==> config.mk <==
export PLATFORM = sky130hd
export DESIGN_NAME = aud_tx_port
export DESIGN_NICKNAME = d
export VERILOG_FILES = /design/src/rtl/aud_tx_pkg.sv /design/src/rtl/aud_tx_fifo.sv /design/src/rtl/aud_tx_clkgen.sv /design/src/rtl/aud_tx_shifter.sv /design/src/rtl/aud_tx_port.sv
export SDC_FILE = /design/constraint.sdc
export NUM_CORES = 1
export LEC_CHECK = 0
export BUFFER_PORTS_ARGS = -buffer_cell sky130_fd_sc_hd__buf_2
export CAP_MARGIN = 5
export CORE_ASPECT_RATIO = 1.25
export CORE_MARGIN = 2
export CORE_UTILIZATION = 61
export DETAILED_ROUTE_END_ITERATION = 6
export PLACE_DENSITY = 0.8
export SLEW_MARGIN = 5
export SYNTH_ARGS = -nofsm -noshare
export SYNTH_HDL_FRONTEND = slang
export SYNTH_SLANG_ARGS = --single-unit
==> constraint.sdc <==
create_clock -name clk -period 4.2 [get_ports clk]
set_input_delay 0.63 -clock clk [delete_from_list [all_inputs] [get_ports clk]]
set_output_delay 0.63 -clock clk [all_outputs]
set_load 0.01 [all_outputs]
==> src/rtl/aud_tx_pkg.sv <==
package aud_tx_pkg;
  localparam int SMP_W  = 16;
  localparam int IDX_W  = $clog2(SMP_W);
  localparam int NSLOT  = 2;
  localparam int CHW    = $clog2(NSLOT);
  localparam int NACT_W = $clog2(NSLOT + 1);
  localparam int MAP_W  = 4;

  typedef enum logic [1:0] {
    FMT_STD   = 2'd0,
    FMT_LEFT  = 2'd1,
    FMT_RIGHT = 2'd2,
    FMT_NONE  = 2'd3
  } fmt_e;

  typedef struct packed {
    logic             hit;
    logic [IDX_W-1:0] idx;
  } pick_t;

  // slot position of the sample MSB, -1 when the format sends nothing
  function automatic int msb_pos(fmt_e f, int half_len);
    case (f)
      FMT_STD:   return 1;
      FMT_LEFT:  return 0;
      FMT_RIGHT: return half_len - SMP_W;
      default:   return -1;
    endcase
  endfunction

  // which sample bit (if any) sits at a slot position
  function automatic pick_t bit_pick(fmt_e f, int pos, int half_len);
    pick_t p;
    int    st;
    st    = msb_pos(f, half_len);
    p.hit = 1'b0;
    p.idx = '0;
    if (st >= 0 && pos >= st && pos < st + SMP_W) begin
      p.hit = 1'b1;
      p.idx = IDX_W'(SMP_W - 1 - (pos - st));
    end
    return p;
  endfunction
endpackage

==> src/rtl/aud_tx_fifo.sv <==
module aud_tx_fifo
  import aud_tx_pkg::*;
#(
  parameter int DEPTH = 8,
  parameter int LW    = $clog2(DEPTH) + 1
) (
  input  logic                        clk,
  input  logic                        rst_n,
  input  logic                        flush,
  input  logic                        wr_en,
  input  logic [SMP_W-1:0]            wr_data,
  input  logic [NACT_W-1:0]           pop_cnt,
  output logic [NSLOT-1:0][SMP_W-1:0] heads,
  output logic [LW-1:0]               level
);
  localparam int AW = $clog2(DEPTH);

  logic [SMP_W-1:0] mem [DEPTH];
  logic [AW-1:0]    wp_q, rp_q;
  logic [LW-1:0]    lvl_q;
  logic             wr_acc;

  assign wr_acc = wr_en && (lvl_q < LW'(DEPTH));
  assign level  = lvl_q;

  for (genvar i = 0; i < NSLOT; i++) begin : g_head
    assign heads[i] = mem[rp_q + AW'(i)];
  end

  always_ff @(posedge clk) begin
    if (wr_acc && !flush) mem[wp_q] <= wr_data;
  end

  always_ff @(posedge clk or negedge rst_n) begin
    if (!rst_n) begin
      wp_q  <= '0;
      rp_q  <= '0;
      lvl_q <= '0;
    end else if (flush) begin
      wp_q  <= '0;
      rp_q  <= '0;
      lvl_q <= '0;
    end else begin
      wp_q  <= wp_q + AW'(wr_acc);
      rp_q  <= rp_q + AW'(pop_cnt);
      lvl_q <= lvl_q + LW'(wr_acc) - LW'(pop_cnt);
    end
  end

  a_r9_level_bound: assert property (@(posedge clk) disable iff (!rst_n)
    lvl_q <= LW'(DEPTH));
  a_r9_full_drop: assert property (@(posedge clk) disable iff (!rst_n)
    (lvl_q == LW'(DEPTH) && wr_en && pop_cnt == '0 && !flush) |=> lvl_q == LW'(DEPTH));
  a_r10_no_overpop: assert property (@(posedge clk) disable iff (!rst_n)
    LW'(pop_cnt) <= lvl_q);
endmodule

==> src/rtl/aud_tx_clkgen.sv <==
module aud_tx_clkgen #(
  parameter int DIV = 2
) (
  input  logic clk,
  input  logic rst_n,
  input  logic run,
  input  logic slave,
  input  logic bclk_inv,
  input  logic fclk_inv,
  input  logic bclk_pin,
  input  logic fclk_pin,
  output logic bclk_gen,
  output logic fclk_ext,
  output logic fall_evt
);
  localparam int CW = (DIV > 1) ? $clog2(DIV) : 1;

  logic [CW-1:0] div_q;
  logic          bq;
  logic [1:0]    bsync_q, fsync_q;
  logic          bprev_q;
  logic          bnorm_s;
  logic          tick, fall_m, fall_s;

  assign tick     = (div_q == CW'(DIV - 1));
  assign fall_m   = run && !slave && tick && bq;
  assign bnorm_s  = bsync_q[1] ^ bclk_inv;
  assign fall_s   = run && slave && bprev_q && !bnorm_s;
  assign fall_evt = fall_m || fall_s;
  assign bclk_gen = bq;
  assign fclk_ext = fsync_q[1] ^ fclk_inv;

  always_ff @(posedge clk or negedge rst_n) begin
    if (!rst_n) begin
      div_q <= '0;
      bq    <= 1'b0;
    end else if (!run || slave) begin
      div_q <= '0;
      bq    <= 1'b0;
    end else if (tick) begin
      div_q <= '0;
      bq    <= !bq;
    end else begin
      div_q <= div_q + 1'b1;
    end
  end

  always_ff @(posedge clk or negedge rst_n) begin
    if (!rst_n) begin
      bsync_q <= '0;
      fsync_q <= '0;
      bprev_q <= 1'b0;
    end else begin
      bsync_q <= {bsync_q[0], bclk_pin};
      fsync_q <= {fsync_q[0], fclk_pin};
      bprev_q <= bnorm_s;
    end
  end

  // every master falling edge of the bit clock is announced as an event
  a_r3_fall_announced: assert property (@(posedge clk) disable iff (!rst_n)
    (run && !slave && $past(run) && $past(!slave) && $fell(bq)) |-> $past(fall_evt));
  a_r3_slave_quiet: assert property (@(posedge clk) disable iff (!rst_n)
    slave |-> !bq);
endmodule

==> src/rtl/aud_tx_shifter.sv <==
module aud_tx_shifter
  import aud_tx_pkg::*;
#(
  parameter int HALF_BITS = 20,
  parameter int LW        = 4
) (
  input  logic                        clk,
  input  logic                        rst_n,
  input  logic                        run,
  input  logic                        tx_en,
  input  logic                        slave,
  input  logic [1:0]                  fmt,
  input  logic [CHW-1:0]              chan,
  input  logic [NSLOT*MAP_W-1:0]      map,
  input  logic                        fall_evt,
  input  logic                        fclk_ext,
  input  logic [LW-1:0]               level,
  input  logic [NSLOT-1:0][SMP_W-1:0] heads,
  output logic                        sdo_bit,
  output logic                        fclk_norm,
  output logic [NACT_W-1:0]           pop_cnt,
  output logic                        sample_evt,
  output logic                        uflow_evt
);
  localparam int PW = $clog2(HALF_BITS);
  localparam logic [PW-1:0] LAST = PW'(HALF_BITS - 1);

  logic [PW-1:0]               pos_q, pos_n;
  logic                        half_q, half_n;
  logic                        act_q, act_n;
  logic                        ok_q, ok_n;
  logic [NACT_W-1:0]           nact_q, nact_n, nact_in;
  logic [NSLOT*MAP_W-1:0]      map_q, map_n;
  logic [NSLOT-1:0][SMP_W-1:0] grp_q, grp_n;
  logic                        sdo_q, bit_n;
  logic                        edge_new, left_start, load;
  logic [MAP_W-1:0]            sel;
  logic [SMP_W-1:0]            word;
  pick_t                       pick;

  assign nact_in = NACT_W'(chan) + 1'b1;

  always_comb begin
    if (slave) begin
      edge_new = (fclk_ext != half_q);
      half_n   = fclk_ext;
      pos_n    = edge_new ? '0 : ((pos_q == LAST) ? pos_q : pos_q + 1'b1);
    end else begin
      edge_new = (pos_q == LAST);
      half_n   = edge_new ? !half_q : half_q;
      pos_n    = edge_new ? '0 : pos_q + 1'b1;
    end
    left_start = fall_evt && edge_new && !half_n;
    load       = left_start && tx_en && (level >= LW'(nact_in));
    uflow_evt  = left_start && tx_en && !load;
    pop_cnt    = load ? nact_in : '0;
    act_n      = left_start ? tx_en : act_q;
    ok_n       = left_start ? load : ok_q;
    nact_n     = left_start ? nact_in : nact_q;
    map_n      = left_start ? map : map_q;
    grp_n      = load ? heads : grp_q;

    sel  = map_n[int'(half_n)*MAP_W +: MAP_W];
    word = '0;
    if (act_n && ok_n && (int'(half_n) < int'(nact_n)) && (int'(sel) < int'(nact_n)))
      word = grp_n[sel[CHW-1:0]];
    pick  = bit_pick(fmt_e'(fmt), int'(pos_n), HALF_BITS);
    bit_n = pick.hit && word[pick.idx];

    sample_evt = fall_evt && edge_new && act_n && ok_n && (int'(half_n) < int'(nact_n));
  end

  always_ff @(posedge clk or negedge rst_n) begin
    if (!rst_n) begin
      pos_q  <= LAST;
      half_q <= 1'b1;
      act_q  <= 1'b0;
      ok_q   <= 1'b0;
      nact_q <= NACT_W'(1);
      map_q  <= '0;
      grp_q  <= '0;
      sdo_q  <= 1'b0;
    end else if (!run) begin
      pos_q  <= LAST;
      half_q <= 1'b1;
      act_q  <= 1'b0;
      ok_q   <= 1'b0;
      sdo_q  <= 1'b0;
    end else if (fall_evt) begin
      pos_q  <= pos_n;
      half_q <= half_n;
      act_q  <= act_n;
      ok_q   <= ok_n;
      nact_q <= nact_n;
      map_q  <= map_n;
      grp_q  <= grp_n;
      sdo_q  <= bit_n;
    end
  end

  assign sdo_bit   = sdo_q;
  assign fclk_norm = half_q;

  a_r2_data_on_fall: assert property (@(posedge clk) disable iff (!rst_n)
    (run && $past(run) && !$past(fall_evt)) |-> $stable(sdo_q));
  a_r2_frame_on_fall: assert property (@(posedge clk) disable iff (!rst_n)
    (run && $past(run) && !$past(fall_evt)) |-> $stable(half_q));
  a_r5_quiet_when_idle: assert property (@(posedge clk) disable iff (!rst_n)
    !act_q |-> !sdo_q);
  a_r10_starved_zero: assert property (@(posedge clk) disable iff (!rst_n)
    (run && uflow_evt) |=> !sdo_q);
  a_r4_idle_hold: assert property (@(posedge clk) disable iff (!rst_n)
    $past(!run) |-> (half_q && !sdo_q));
endmodule

==> src/rtl/aud_tx_port.sv <==
module aud_tx_port
  import aud_tx_pkg::*;
#(
  parameter int DEPTH     = 8,
  parameter int HALF_BITS = 20,
  parameter int BCLK_DIV  = 2,
  parameter int NLINES    = 4,
  parameter int CNT_W     = 32,
  parameter int BURST     = 4
) (
  input  logic                   clk,
  input  logic                   rst_n,
  input  logic                   glb_en,
  input  logic                   tx_en,
  input  logic                   role_slave,
  input  logic [1:0]             fmt_sel,
  input  logic                   bclk_inv,
  input  logic                   fclk_inv,
  input  logic [CHW-1:0]         chan_m1,
  input  logic [NSLOT*MAP_W-1:0] slot_map,
  input  logic [NLINES-1:0]      line_oe,
  input  logic                   wr_en,
  input  logic [SMP_W-1:0]       wr_data,
  input  logic                   flush,
  input  logic                   cnt_clr,
  input  logic                   drq_en,
  input  logic                   bclk_in,
  input  logic                   fclk_in,
  output logic                   bclk_out,
  output logic                   bclk_oe,
  output logic                   fclk_out,
  output logic                   fclk_oe,
  output logic [NLINES-1:0]      sdo,
  output logic                   drq,
  output logic                   underrun,
  output logic [CNT_W-1:0]       tx_count
);
  localparam int LW = $clog2(DEPTH) + 1;

  logic [NSLOT-1:0][SMP_W-1:0] heads;
  logic [LW-1:0]               level;
  logic [NACT_W-1:0]           pop_cnt;
  logic                        bclk_gen, fclk_ext, fall_evt;
  logic                        sdo_bit, fclk_norm;
  logic                        sample_evt, uflow_evt;
  logic                        urun_q;
  logic [CNT_W-1:0]            cnt_q;

  aud_tx_fifo #(.DEPTH(DEPTH), .LW(LW)) u_fifo (
    .clk(clk), .rst_n(rst_n), .flush(flush), .wr_en(wr_en), .wr_data(wr_data),
    .pop_cnt(pop_cnt), .heads(heads), .level(level)
  );

  aud_tx_clkgen #(.DIV(BCLK_DIV)) u_clk (
    .clk(clk), .rst_n(rst_n), .run(glb_en), .slave(role_slave),
    .bclk_inv(bclk_inv), .fclk_inv(fclk_inv), .bclk_pin(bclk_in), .fclk_pin(fclk_in),
    .bclk_gen(bclk_gen), .fclk_ext(fclk_ext), .fall_evt(fall_evt)
  );

  aud_tx_shifter #(.HALF_BITS(HALF_BITS), .LW(LW)) u_shf (
    .clk(clk), .rst_n(rst_n), .run(glb_en), .tx_en(tx_en), .slave(role_slave),
    .fmt(fmt_sel), .chan(chan_m1), .map(slot_map), .fall_evt(fall_evt),
    .fclk_ext(fclk_ext), .level(level), .heads(heads), .sdo_bit(sdo_bit),
    .fclk_norm(fclk_norm), .pop_cnt(pop_cnt), .sample_evt(sample_evt),
    .uflow_evt(uflow_evt)
  );

  assign bclk_out = bclk_gen ^ bclk_inv;
  assign fclk_out = fclk_norm ^ fclk_inv;
  assign bclk_oe  = !role_slave;
  assign fclk_oe  = !role_slave;
  assign drq      = drq_en && ((LW'(DEPTH) - level) >= LW'(BURST));

  for (genvar i = 0; i < NLINES; i++) begin : g_line
    assign sdo[i] = sdo_bit && line_oe[i];
  end

  always_ff @(posedge clk or negedge rst_n) begin
    if (!rst_n) begin
      urun_q <= 1'b0;
      cnt_q  <= '0;
    end else begin
      if (flush)          urun_q <= 1'b0;
      else if (uflow_evt) urun_q <= 1'b1;
      if (cnt_clr)         cnt_q <= '0;
      else if (sample_evt) cnt_q <= cnt_q + 1'b1;
    end
  end

  assign underrun = urun_q;
  assign tx_count = cnt_q;

  a_r10_sticky: assert property (@(posedge clk) disable iff (!rst_n)
    (urun_q && !flush) |=> urun_q);
  a_r10_set_cause: assert property (@(posedge clk) disable iff (!rst_n)
    $rose(urun_q) |-> $past(uflow_evt));
  a_r11_count_step: assert property (@(posedge clk) disable iff (!rst_n)
    (sample_evt && !cnt_clr) |=> cnt_q == $past(cnt_q) + 1'b1);
  a_r11_count_hold: assert property (@(posedge clk) disable iff (!rst_n)
    (!sample_evt && !cnt_clr) |=> $stable(cnt_q));
endmodule

Word level (Yosys, flattened, before mapping)
Memory sizes are Yosys's and may differ from the RTL's.
Cells that the tools add are included.
{"block": "totals", "inputBits": 44, "mem_bits_rw": 128, "memories": 1, "word_cells": 138, "ff_bits": 101}
{"name": "u_fifo.mem", "words": 8, "word_bits": 16, "rd": 2, "rd_clocked_by_memory_dff": 0, "write_ports": 1, "line": "aud_tx_fifo.sv:18", "source": "logic [SMP_W-1:0] mem [DEPTH];"}
{"block": "classes", "addsub": 13, "shifts": 1, "n_lt_le_gt_ge": 10, "n_eq_ne": 5, "muxes": 43, "reduce_logical": 42, "bitwise_logic": 4}
{"operator": "32-bit two-way mux", "count": 3}
{"operator": "32-bit case mux with 3 select lines", "count": 1}
{"operator": "16-bit two-way mux", "count": 3}
{"operator": "5-bit two-way mux", "count": 7}
{"operator": "32-bit by 1-bit adder with 32-bit output (second input constant)", "count": 1}
{"operator": "32-bit by 6-bit adder with 32-bit output (second input constant)", "count": 1}
{"operator": "32-bit by 1-bit >= comparator with 1-bit output (second input constant)", "count": 1}
{"operator": "6-bit by 32-bit >= comparator with 1-bit output", "count": 1}
{"operator": "6-bit by 32-bit less-than comparator with 1-bit output", "count": 1}
{"operator": "1-bit logical AND", "count": 27}
{"operator": "1-bit two-way mux", "count": 22}
{"operator": "1-bit zero test", "count": 8}
{"operator": "8-bit two-way mux", "count": 1}
{"operator": "8-bit by 4-bit indexed part select with 4-bit output", "count": 1}
{"operator": "3-bit two-way mux", "count": 2}
{"operator": "2-bit nonzero test", "count": 3}
{"operator": "5-bit by 1-bit adder with 5-bit output (second input constant)", "count": 1}
{"operator": "5-bit == test (second input constant)", "count": 1}
{"operator": "4-bit by 5-bit less-than comparator with 1-bit output (second input constant)", "count": 1}
{"operator": "4-bit by 1-bit adder with 4-bit output", "count": 1}
{"operator": "1-bit binary-select mux with 4-bit select", "count": 1}
{"operator": "4-bit by 2-bit >= comparator with 1-bit output", "count": 1}
{"operator": "4-bit by 3-bit >= comparator with 1-bit output (second input constant)", "count": 1}
{"operator": "4-bit by 2-bit less-than comparator with 1-bit output", "count": 1}
{"operator": "other kinds (22)", "count": 27}

Longest topological paths before layout
Gate-level depths: netlist of the first run.
{"block": "logic_depth", "word_depth": 19, "ltp_mapped": 15}

By module
A second synthesis of the first run with hierarchy kept.
{"block": "hier_totals", "cells_unflattened": 854, "area_unflattened_um2": 12182.9}
{"mod": "aud_tx_fifo", "cells_each": 303, "seq_area_each_um2": 4093.9, "area_each_um2": 6530.0, "n_inst": 1}
{"mod": "aud_tx_shifter", "cells_each": 338, "seq_area_each_um2": 1282.5, "area_each_um2": 3560.9, "n_inst": 1}
{"mod": "aud_tx_port", "cells_each": 197, "seq_area_each_um2": 825.8, "area_each_um2": 1858.0, "n_inst": 1}
{"mod": "aud_tx_clkgen", "cells_each": 16, "seq_area_each_um2": 175.2, "area_each_um2": 234.0, "n_inst": 1}

Least setup slack after synthesis of the first run
OpenSTA, ideal clock, no wires.
{"block": "synth_timing", "path_type": "in2reg", "startpoint": "input port fclk_inv", "endpoint": "register u_shf.sdo_q (netlist: u_shf.sdo_bit)", "stages": 14, "n_path_buf": 1, "t_required_ps": 4064, "path_slack_ps": 485, "arrival_time_ps": 3579, "cell_sequence": "xor3_1 -> and2_1 -> clkbuf_1 -> nand2b_1 -> ha_1 -> nand2b_1 -> a21oi_1 -> a2111oi_0 -> o21a_1 -> nand3_1 -> mux2i_1 -> mux2i_1 -> a2111oi_0 -> o31ai_1"}
{"block": "synth_via", "elab_chain_len": 17, "elab_cells_between_ends": 37}
{"item": "start, declared", "line": "aud_tx_port.sv:18", "source": "input logic fclk_inv,"}
{"item": "1-bit bitwise XOR *", "line": "aud_tx_clkgen.sv:31", "source": "assign fclk_ext = fsync_q[1] ^ fclk_inv;"}
{"item": "parallel branches: the longest is 13 deep, another holds 4-bit by 2-bit less-than comparator with 1-bit output"}
{"item": "1-bit logical AND *", "line": "aud_tx_shifter.sv:68", "source": "bit_n = pick.hit && word[pick.idx];"}
{"item": "1-bit two-way mux *", "line": "aud_tx_shifter.sv:89", "source": "end else if (fall_evt) begin"}
{"item": "1-bit two-way mux *", "line": "aud_tx_shifter.sv:83", "source": "end else if (!run) begin"}
{"item": "end signal, assigned", "line": "aud_tx_shifter.sv:97", "source": "sdo_q <= bit_n;"}
{"item": "end, declared", "line": "aud_tx_shifter.sv:35", "source": "logic sdo_q, bit_n;"}
Every way passes the cells marked *. The select of a mux whose other input is x is not followed.
A chain may end at the register's enable or synchronous reset.

Final worst setup path of the first run
{"block": "layout_timing", "startpoint": "register u_shf.pos_q[0]", "endpoint": "register u_shf.sdo_q (netlist: u_shf.sdo_bit)"}
{"block": "layout_via", "elab_chain_len": 17, "elab_cells_between_ends": 40}
{"item": "start, declared", "line": "aud_tx_shifter.sv:28", "source": "logic [PW-1:0] pos_q, pos_n;"}
{"item": "start signal, assigned", "line": "aud_tx_shifter.sv:90", "source": "pos_q <= pos_n;"}
{"item": "parallel branches: the longest is 14 deep, another holds 6-bit by 32-bit >= comparator with 1-bit output"}
{"item": "1-bit logical AND *", "line": "aud_tx_shifter.sv:68"}
{"item": "1-bit two-way mux *", "line": "aud_tx_shifter.sv:89"}
{"item": "1-bit two-way mux *", "line": "aud_tx_shifter.sv:83"}
Marks and branches as above.

==> flow_metrics.py, run 1 <==
metrics = {
    "final_layout": {
        "nets": 996,
        "drive_gt1_share_pct": 28.6,
        "finish.instance_area_sq_um": 12900,
        "instances_no_fill": 1168,
        "syn_to_final_growth_pct": 13.5,
        "antenna_cells": 0,
    },
    "timing": {
        "finalCritPeriodShare_pct": 91.0,
        "max_freq_mhz": 262,
        "setup-violations-final": 0,
        "clock_skew_ns": 0.0143,
        "slew_headroom_pct": 28.4,
        "worstMarginPinSlew_ns": 1.07,
        "hold_viol_final": 0,
        "slew_violations": 0,
        "timing.final.crit_period_ns": 3.82,
        "tns_ns": 0,
        "rsz0062_at_grt": "false",
    },
    "route": {
        "via_count": 7111,
        "drc": 0,
        "wl_per_cell_um": 19.9,
        "wirelength_um": 23300,
        "first_iter_violations": 514,
        "dr.pass1.iters": 5,
        "antenna_left": 0,
        "viasPerCell": 6.09,
    },
    "cts": {
        "numCtsBuffers": 24,
        "cts_root_buffer": "clkbuf_16",
        "cts_max_level": 1,
        "clkTransAtPathRegs_ns": 0.06,
        "hold_buffers": 0,
        "worstSkewPairLatency_ns": 0.51,
        "clock-sinks": 229,
        "postCtsSetupBuffers": 0,
        "cts_buffer_depth": 3,
        "cts_tree": "built",
    },
    "placement": {
        "portBuffers": 85,
        "gp_congestion": 0.823,
        "dp_hpwl_um": 15100,
        "dp_cells": 1124,
        "placed_area_sq_um": 12100,
    },
    "yosys": {
        "ys.flop_type": "edfxtp_1",
        "synth.area.mux_share_pct": 18.5,
        "synth-simple-area-share_pct": 10.1,
        "ys_top_cells_by_area": "edfxtp_1 34%, dfrtp_1 21%, mux4_2 13%, ha_1 3.0%, mux2_2 2.7%",
        "synth_cell_type_count": 62,
        "synthesis.area_sq_um": 11400,
        "yosysMostFrequentCell": "edfxtp_1",
        "yosys.area.top_type_share_pct": 33.7,
        "syn_nets": 902,
        "synth.avg_cell_area_sq_um": 13.8,
        "synth_xor_area_share_pct": 3.13,
        "synth_top_cell_by_area": "edfxtp_1",
        "synthCells": 828,
        "ys_ff_latch": 229,
        "synth_top_family_by_area": "multiplexers",
        "ys.warnings.count": 0,
        "synth-seq-area-share_pct": 55.9,
        "synth_compound_area_share_pct": 5.74,
        "synth_fa_ha_area_share_pct": 3.49,
        "synth_common_cells": "128 x edfxtp_1, 96 x dfrtp_1, 68 x mux4_2",
        "synth_edf_count": 128,
        "async_flop_share_pct": 44.1,
    },
    "pwr": {
        "p_per_area_nw_per_um2": 469,
        "seq_power_share_pct": 45.2,
        "p_switching_w": 0.00162,
        "clockPowerShare_pct": 36.0,
        "ir_drop_v": 0.000375,
        "netSwitchingFraction_pct": 26.7,
        "p_int_w": 0.00445,
        "p_comb_share_pct": 18.7,
        "p_leak_nw": 5.18,
    },
    "die": {
        "dieHeight_um": 157,
        "coreArea_sq_um": 18200,
        "rows": 55,
        "die_w_um": 126,
        "boundaryPins": 86,
        "dieArea_sq_um": 19800,
        "start_util_pct": 62.5,
    },
    "grt": {
        "gr-total-overflow": 0,
        "grt_pass1_vias": 7158,
        "grt_max_degree": 42,
        "antenna_found_initial": 0,
        "grt_pass1_wl_um": 37100,
        "gr-usage-all-layers_pct": 23.7,
    },
    "setup_path": {
        "end_kind": "flop",
        "cp.required_ns": 4.59,
        "path_max_fanout": 6,
        "crit_type": "reg -> reg",
        "cp-start-kind": "flop",
        "r2r_start": "u_shf.pos_q[0]",
        "critPathArrivalTime_ns": 4.21,
        "crit_path_start": "u_shf.pos_q[0]",
    },
    "min_path": {
        "min_path_type": "in -> async",
    },
    "run_status": {
        "outcome": "complete, no violations",
    },
    "job": {
        "maxCapViolations": 0,
    },
}
==> path summary, 6_finish.rpt <==
kind	to	slack (ns)	cells past startpoint
max	u_shf.sdo_bit	0.38	15
min reg2reg	u_clk.fsync_q[1]	0.36	0
min in group clk	u_clk.bsync_q[0]	0.22	1
max in group asynchronous	tx_count[24]	3.20	2
min	u_clk.fsync_q[0]	0.1	1
max reg2reg	u_shf.sdo_bit	0.38	15
==> area by class of cell <==
| class | count | area (sq um) |
|---|---|---|
| Timing Repair Buffer | 107 | 593 |
| Sequential cell | 229 | 6380 |
| Clock buffer | 35 | 728 |
| Multi-Input combinational cell | 519 | 4700 |
| Inverter | 41 | 154 |
| Clock inverter | 9 | 105 |
| Tap cell | 228 | 285 |
| Fill cell | 1215 | 5290 |
==> metrics by stage <==
step	power [W]	hold WS [ns]	utilization, %	setup slack (ns)
floorplan	0.00357	0.331	-	0.485
global placement	0.00387	0.348	66.4	0.285
detailed placement	0.00391	0.336	66.4	0.125
CTS	0.00611	0.0995	71.0	0.321
global route	0.00634	0.136	71.0	0.0133
finish	0.00607	0.0972	71.0	0.376
==> kinds of logic after synthesis <==
family	count (synthesis)
multiplexers	122
AO/OA/AOI/OAI	99
XOR/XNOR	39
adder cells (fa/ha/maj)	30
buffers and inverters	80
AND/OR/NAND/NOR	229
flip-flops	229
==> critical path, stage by stage (launching register included) <==
cell and delay (ns):
dfstp_2 0.57, ha_1 0.25, and4bb_2 0.34, nand3_1 0.09
o21ai_0 0.08, nand2b_1 0.12, ha_1 0.32, nand2b_1 0.11
a21oi_1 0.09, a2111oi_1 0.50, o21a_1 0.21, nand3_1 0.19
mux2i_1 0.21, mux2i_1 0.09, a2111oi_0 0.40, o31ai_1 0.13
==> registers in the layout, summed over array words and instances (netlist names) <==
signal / count
u_clk.bprev_q: 1
u_clk.bclk_gen: 1
u_clk.bsync_q: 2
u_clk.div_q: 1
tx_count: 32
u_fifo.mem: 128
u_shf.nact_q: 2
u_fifo.level: 4
u_shf.pos_q: 5
u_fifo.wp_q: 3
u_shf.map_q: 8
u_shf.act_q: 1
u_shf.ok_q: 1
u_shf.fclk_norm: 1
u_clk.fsync_q: 2
underrun: 1
u_shf.grp_q: 32
u_fifo.rp_q: 3
u_shf.sdo_bit: 1
==> layout by cell type, fill, tap and decap left out, types with 4 or more instances in the layout <==
cell	n
a211oi_1	5
a21o_1	5
a21oi_1	43
and2_1	8
and3_1	9
buf_2	84
buf_4	23
clkbuf_1	4
clkbuf_16	26
clkbuf_8	4
dfrtp_1	94
dfstp_2	5
edfxtp_1	128
ha_1	27
inv_1	41
mux2_2	27
mux2i_1	27
mux4_2	68
nand2_1	57
nand2b_1	9
nand3_1	20
nand4_1	6
nor2_1	64
nor2b_1	9
nor3_1	13
o211ai_1	4
o21a_1	4
o21ai_0	15
or3_1	10
xnor2_1	10
xor2_1	27
==> per-layer routing <==
| metal | up-vias | track usage, % | wire length, um |
|---|---|---|---|
| met2 | 212 | 43.2 | 12300 |
| met4 | 0 | 5.44 | 423 |
| met5 | - | 0 | 0 |
| li1 | 3267 | - | - |
| met3 | 34 | 3.79 | 1280 |
| met1 | 3598 | 30.0 | 9300 |
==> power groups by stage <==
stage | Clock, W | Sequential (W) | Combinational [W]
2_1_floorplan | 0 | 0.00275 | 0.000822
3_3_place_gp | 0 | 0.00277 | 0.00110
3_5_place_dp | 0 | 0.00278 | 0.00113
4_1_cts | 0.00222 | 0.00275 | 0.00114
5_1_grt | 0.00231 | 0.00277 | 0.00126
6_report | 0.00219 | 0.00275 | 0.00114
==> timing repair <==
item,in CTS,in global routing
hold endpoints to repair,0,0
resized for setup,0,1
endpoints found under the setup margin,0,1
(Power assumes the default switching activity.)
==> run 2, diff against run 1 <==
--- a/config.mk
+++ b/config.mk
@@ -12,6 +12,7 @@
 export CORE_UTILIZATION = 61
 export DETAILED_ROUTE_END_ITERATION = 6
 export PLACE_DENSITY = 0.8
+export RECOVER_POWER = 50
 export SLEW_MARGIN = 5
 export SYNTH_ARGS = -nofsm -noshare
 export SYNTH_HDL_FRONTEND = slang
==> run 2 against run 1 <==
Compared with the run above: the run now ends with capacitance limit, slew limit left; combinational power hardly changed; wire length is the same; worst setup slack improved by 0.011 ns; fmax increased by 0.28%; clock skew up 0.0011 ns; sequential power about the same; total power fell by 0.10%; sequential share of layout area up 0.17 points; critical path type unchanged; largest power group unchanged; highest routed layer unchanged.
==> flow_metrics.py, run 2 (synthesis gave the netlist of run 1 again) <==
metrics = {
    "setup_path": {
        "cp.required_ns": 4.59,
        "r2r_slack_ns": 0.39,
        "r2r_cells": 15,
        "path_max_fanout": 6,
        "crit_path_top_delay_cell": "dfstp_2",
        "cp-start-kind": "flop",
        "critPathArrivalTime_ns": 4.20,
        "max_stage_delay_ns": 0.57,
        "crit_type": "reg -> reg",
        "end_kind": "flop",
        "rr_endpoint": "u_shf.sdo_bit",
        "r2r_start": "u_shf.pos_q[0]",
        "cp_cell_sequence": "ha_1, and4bb_2, nand3_1, o21ai_0, nand2b_1, ha_1, nand2b_1, a21oi_1, a2111oi_1, o21a_1, nand3_1, mux2i_1, mux2i_1, a2111oi_0, o31ai_1",
    },
    "route": {
        "viasPerCell": 6.11,
        "dr.pass1.iters": 5,
        "drc": 0,
        "first_iter_violations": 504,
        "wirelength_um": 23300,
        "wl_per_cell_um": 19.9,
        "antenna_left": 0,
        "via_count": 7132,
    },
    "die": {
        "start_util_pct": 62.5,
        "boundaryPins": 86,
        "dieHeight_um": 157,
        "rows": 55,
        "dieArea_sq_um": 19800,
        "coreArea_sq_um": 18200,
        "die_w_um": 126,
    },
    "run_status": {
        "outcome": "finished with violations",
        "violations": "capacitance limit, slew limit",
    },
    "min_path": {
        "hold_start": "bclk_in",
        "min_to": "u_clk.bsync_q[0]",
        "min_path_type": "in -> reg",
        "hold_depth": 1,
    },
    "grt": {
        "grt_pass1_wl_um": 37100,
        "antenna_found_initial": 0,
        "grt_pass1_vias": 7158,
        "gr-total-overflow": 0,
        "gr-usage-all-layers_pct": 23.7,
        "grt_max_degree": 42,
    },
    "timing": {
        "slew_violations": 42,
        "slew_headroom_pct": -46.6,
        "finalCritPeriodShare_pct": 90.8,
        "fin_hold_ws_ns": 0.222,
        "rsz0062_at_grt": "false",
        "max_freq_mhz": 262,
        "fin_ws_ns": 0.387,
        "timing.final.crit_period_ns": 3.81,
        "worstMarginPinSlew_ns": 2.20,
        "hold_viol_final": 0,
        "setup-violations-final": 0,
        "tns_ns": 0,
        "clock_skew_ns": 0.0153,
    },
    "pwr": {
        "p_switching_w": 0.00162,
        "netSwitchingFraction_pct": 26.7,
        "seq_power_share_pct": 45.3,
        "ir_drop_v": 0.000372,
        "p_leak_nw": 5.07,
        "p_int_w": 0.00445,
        "p_per_area_nw_per_um2": 470,
        "clockPowerShare_pct": 36.1,
        "p_comb_share_pct": 18.7,
    },
    "placement": {
        "gp_congestion": 0.823,
        "portBuffers": 85,
        "place_ws_ns": 0.125,
        "dp_cells": 1124,
        "dp_hpwl_um": 15100,
    },
    "final_layout": {
        "n_fill_cell": 1227,
        "antenna_cells": 0,
        "top_register": "u_fifo.mem",
        "largest_reg_flops": 128,
        "drive_gt1_share_pct": 25.5,
        "layout_common_cells": "128 x edfxtp_1, 94 x dfrtp_1, 68 x mux4_2, 64 x nor2_1",
        "nets": 996,
        "final_common_cell": "edfxtp_1",
        "instances_no_fill": 1168,
        "syn_to_final_growth_pct": 13.1,
    },
    "cts": {
        "cts_max_level": 1,
        "numCtsBuffers": 24,
        "clkTransAtPathRegs_ns": 0.06,
        "clock-sinks": 229,
        "cts_buffer_depth": 3,
        "worstSkewPairLatency_ns": 0.51,
        "cts_tree": "built",
        "postCtsSetupBuffers": 0,
        "cts_root_buffer": "clkbuf_16",
    },
    "job": {
        "maxCapViolations": 1,
    },
}
-- run 2: cell types whose count changed in the layout (fill, tap and decap cells not counted), sizes merged --
cell | previous run | this run
clkbuf | 35 | 65
buf | 107 | 77
-- run 2: worst max path at each step --
stage                               end      startpoint  slack [ns]  depth (start not counted)
after floorplan           u_shf.sdo_bit        fclk_inv        0.48                         14
after global placement    u_shf.sdo_bit        fclk_inv        0.29                         14
after detailed placement  u_shf.sdo_bit        fclk_inv        0.12                         14
after CTS                 u_shf.sdo_bit  u_shf.pos_q[0]        0.32                         15
after global routing      u_shf.sdo_bit  u_shf.pos_q[0]        0.01                         15
final                     u_shf.sdo_bit  u_shf.pos_q[0]        0.39                         15
-- run 2: repair_timing --
item	in CTS	in global routing
resized for setup	0	1
endpoints found under the hold margin	0	0
hold buffers	0	0
setup endpoints to repair	0	1
-- run 2: power by group through the flow --
stage / Combinational [W] / Clock, W / Sequential, W
after floorplan: 0.000822 / 0 / 0.00275
after global placement: 0.00110 / 0 / 0.00277
after detailed placement: 0.00113 / 0 / 0.00278
after CTS: 0.00114 / 0.00222 / 0.00275
after global routing: 0.00126 / 0.00231 / 0.00277
final: 0.00113 / 0.00219 / 0.00275
-- run 2: final cells by class --
type	count	area (sq um)	area share, %
tap	228	285	2.21
inverter	41	154	1.19
timing repair buffer	107	549	4.26
sequential	229	6380	49.5
multi-input combinational	519	4700	36.4
clock buffer	35	728	5.64
clock inverter	9	105	0.815
-- run 2: stage by stage --
| stage | total power (W) | cell area, sq um | util (%) |
|---|---|---|---|
| finish | 0.00607 | 12900 | 70.8 |
| global route | 0.00634 | 12900 | 70.8 |
| CTS | 0.00611 | 12900 | 71.0 |
| detailed placement | 0.00391 | 12100 | 66.4 |
| global placement | 0.00387 | 12100 | 66.4 |
| floorplan | 0.00357 | 11400 | - |
-- run 2: metal layers --
metal	vias to the layer above	track usage [%]	share of wire (%)
met5	-	0	0
li1	3267	-	-
met3	37	3.79	5.6
met2	221	43.2	52
met1	3607	30.0	40
met4	0	5.44	2.0
-- run 2: worst max-delay path, delay by kind of cell (launching register included) --
family	cells	cell delay, ns
AOI/OAI and AO/OA	6	1.41
and+or+nand+nor	5	0.85
adders and majority gates	2	0.57
DFF	1	0.57
muxes	2	0.30
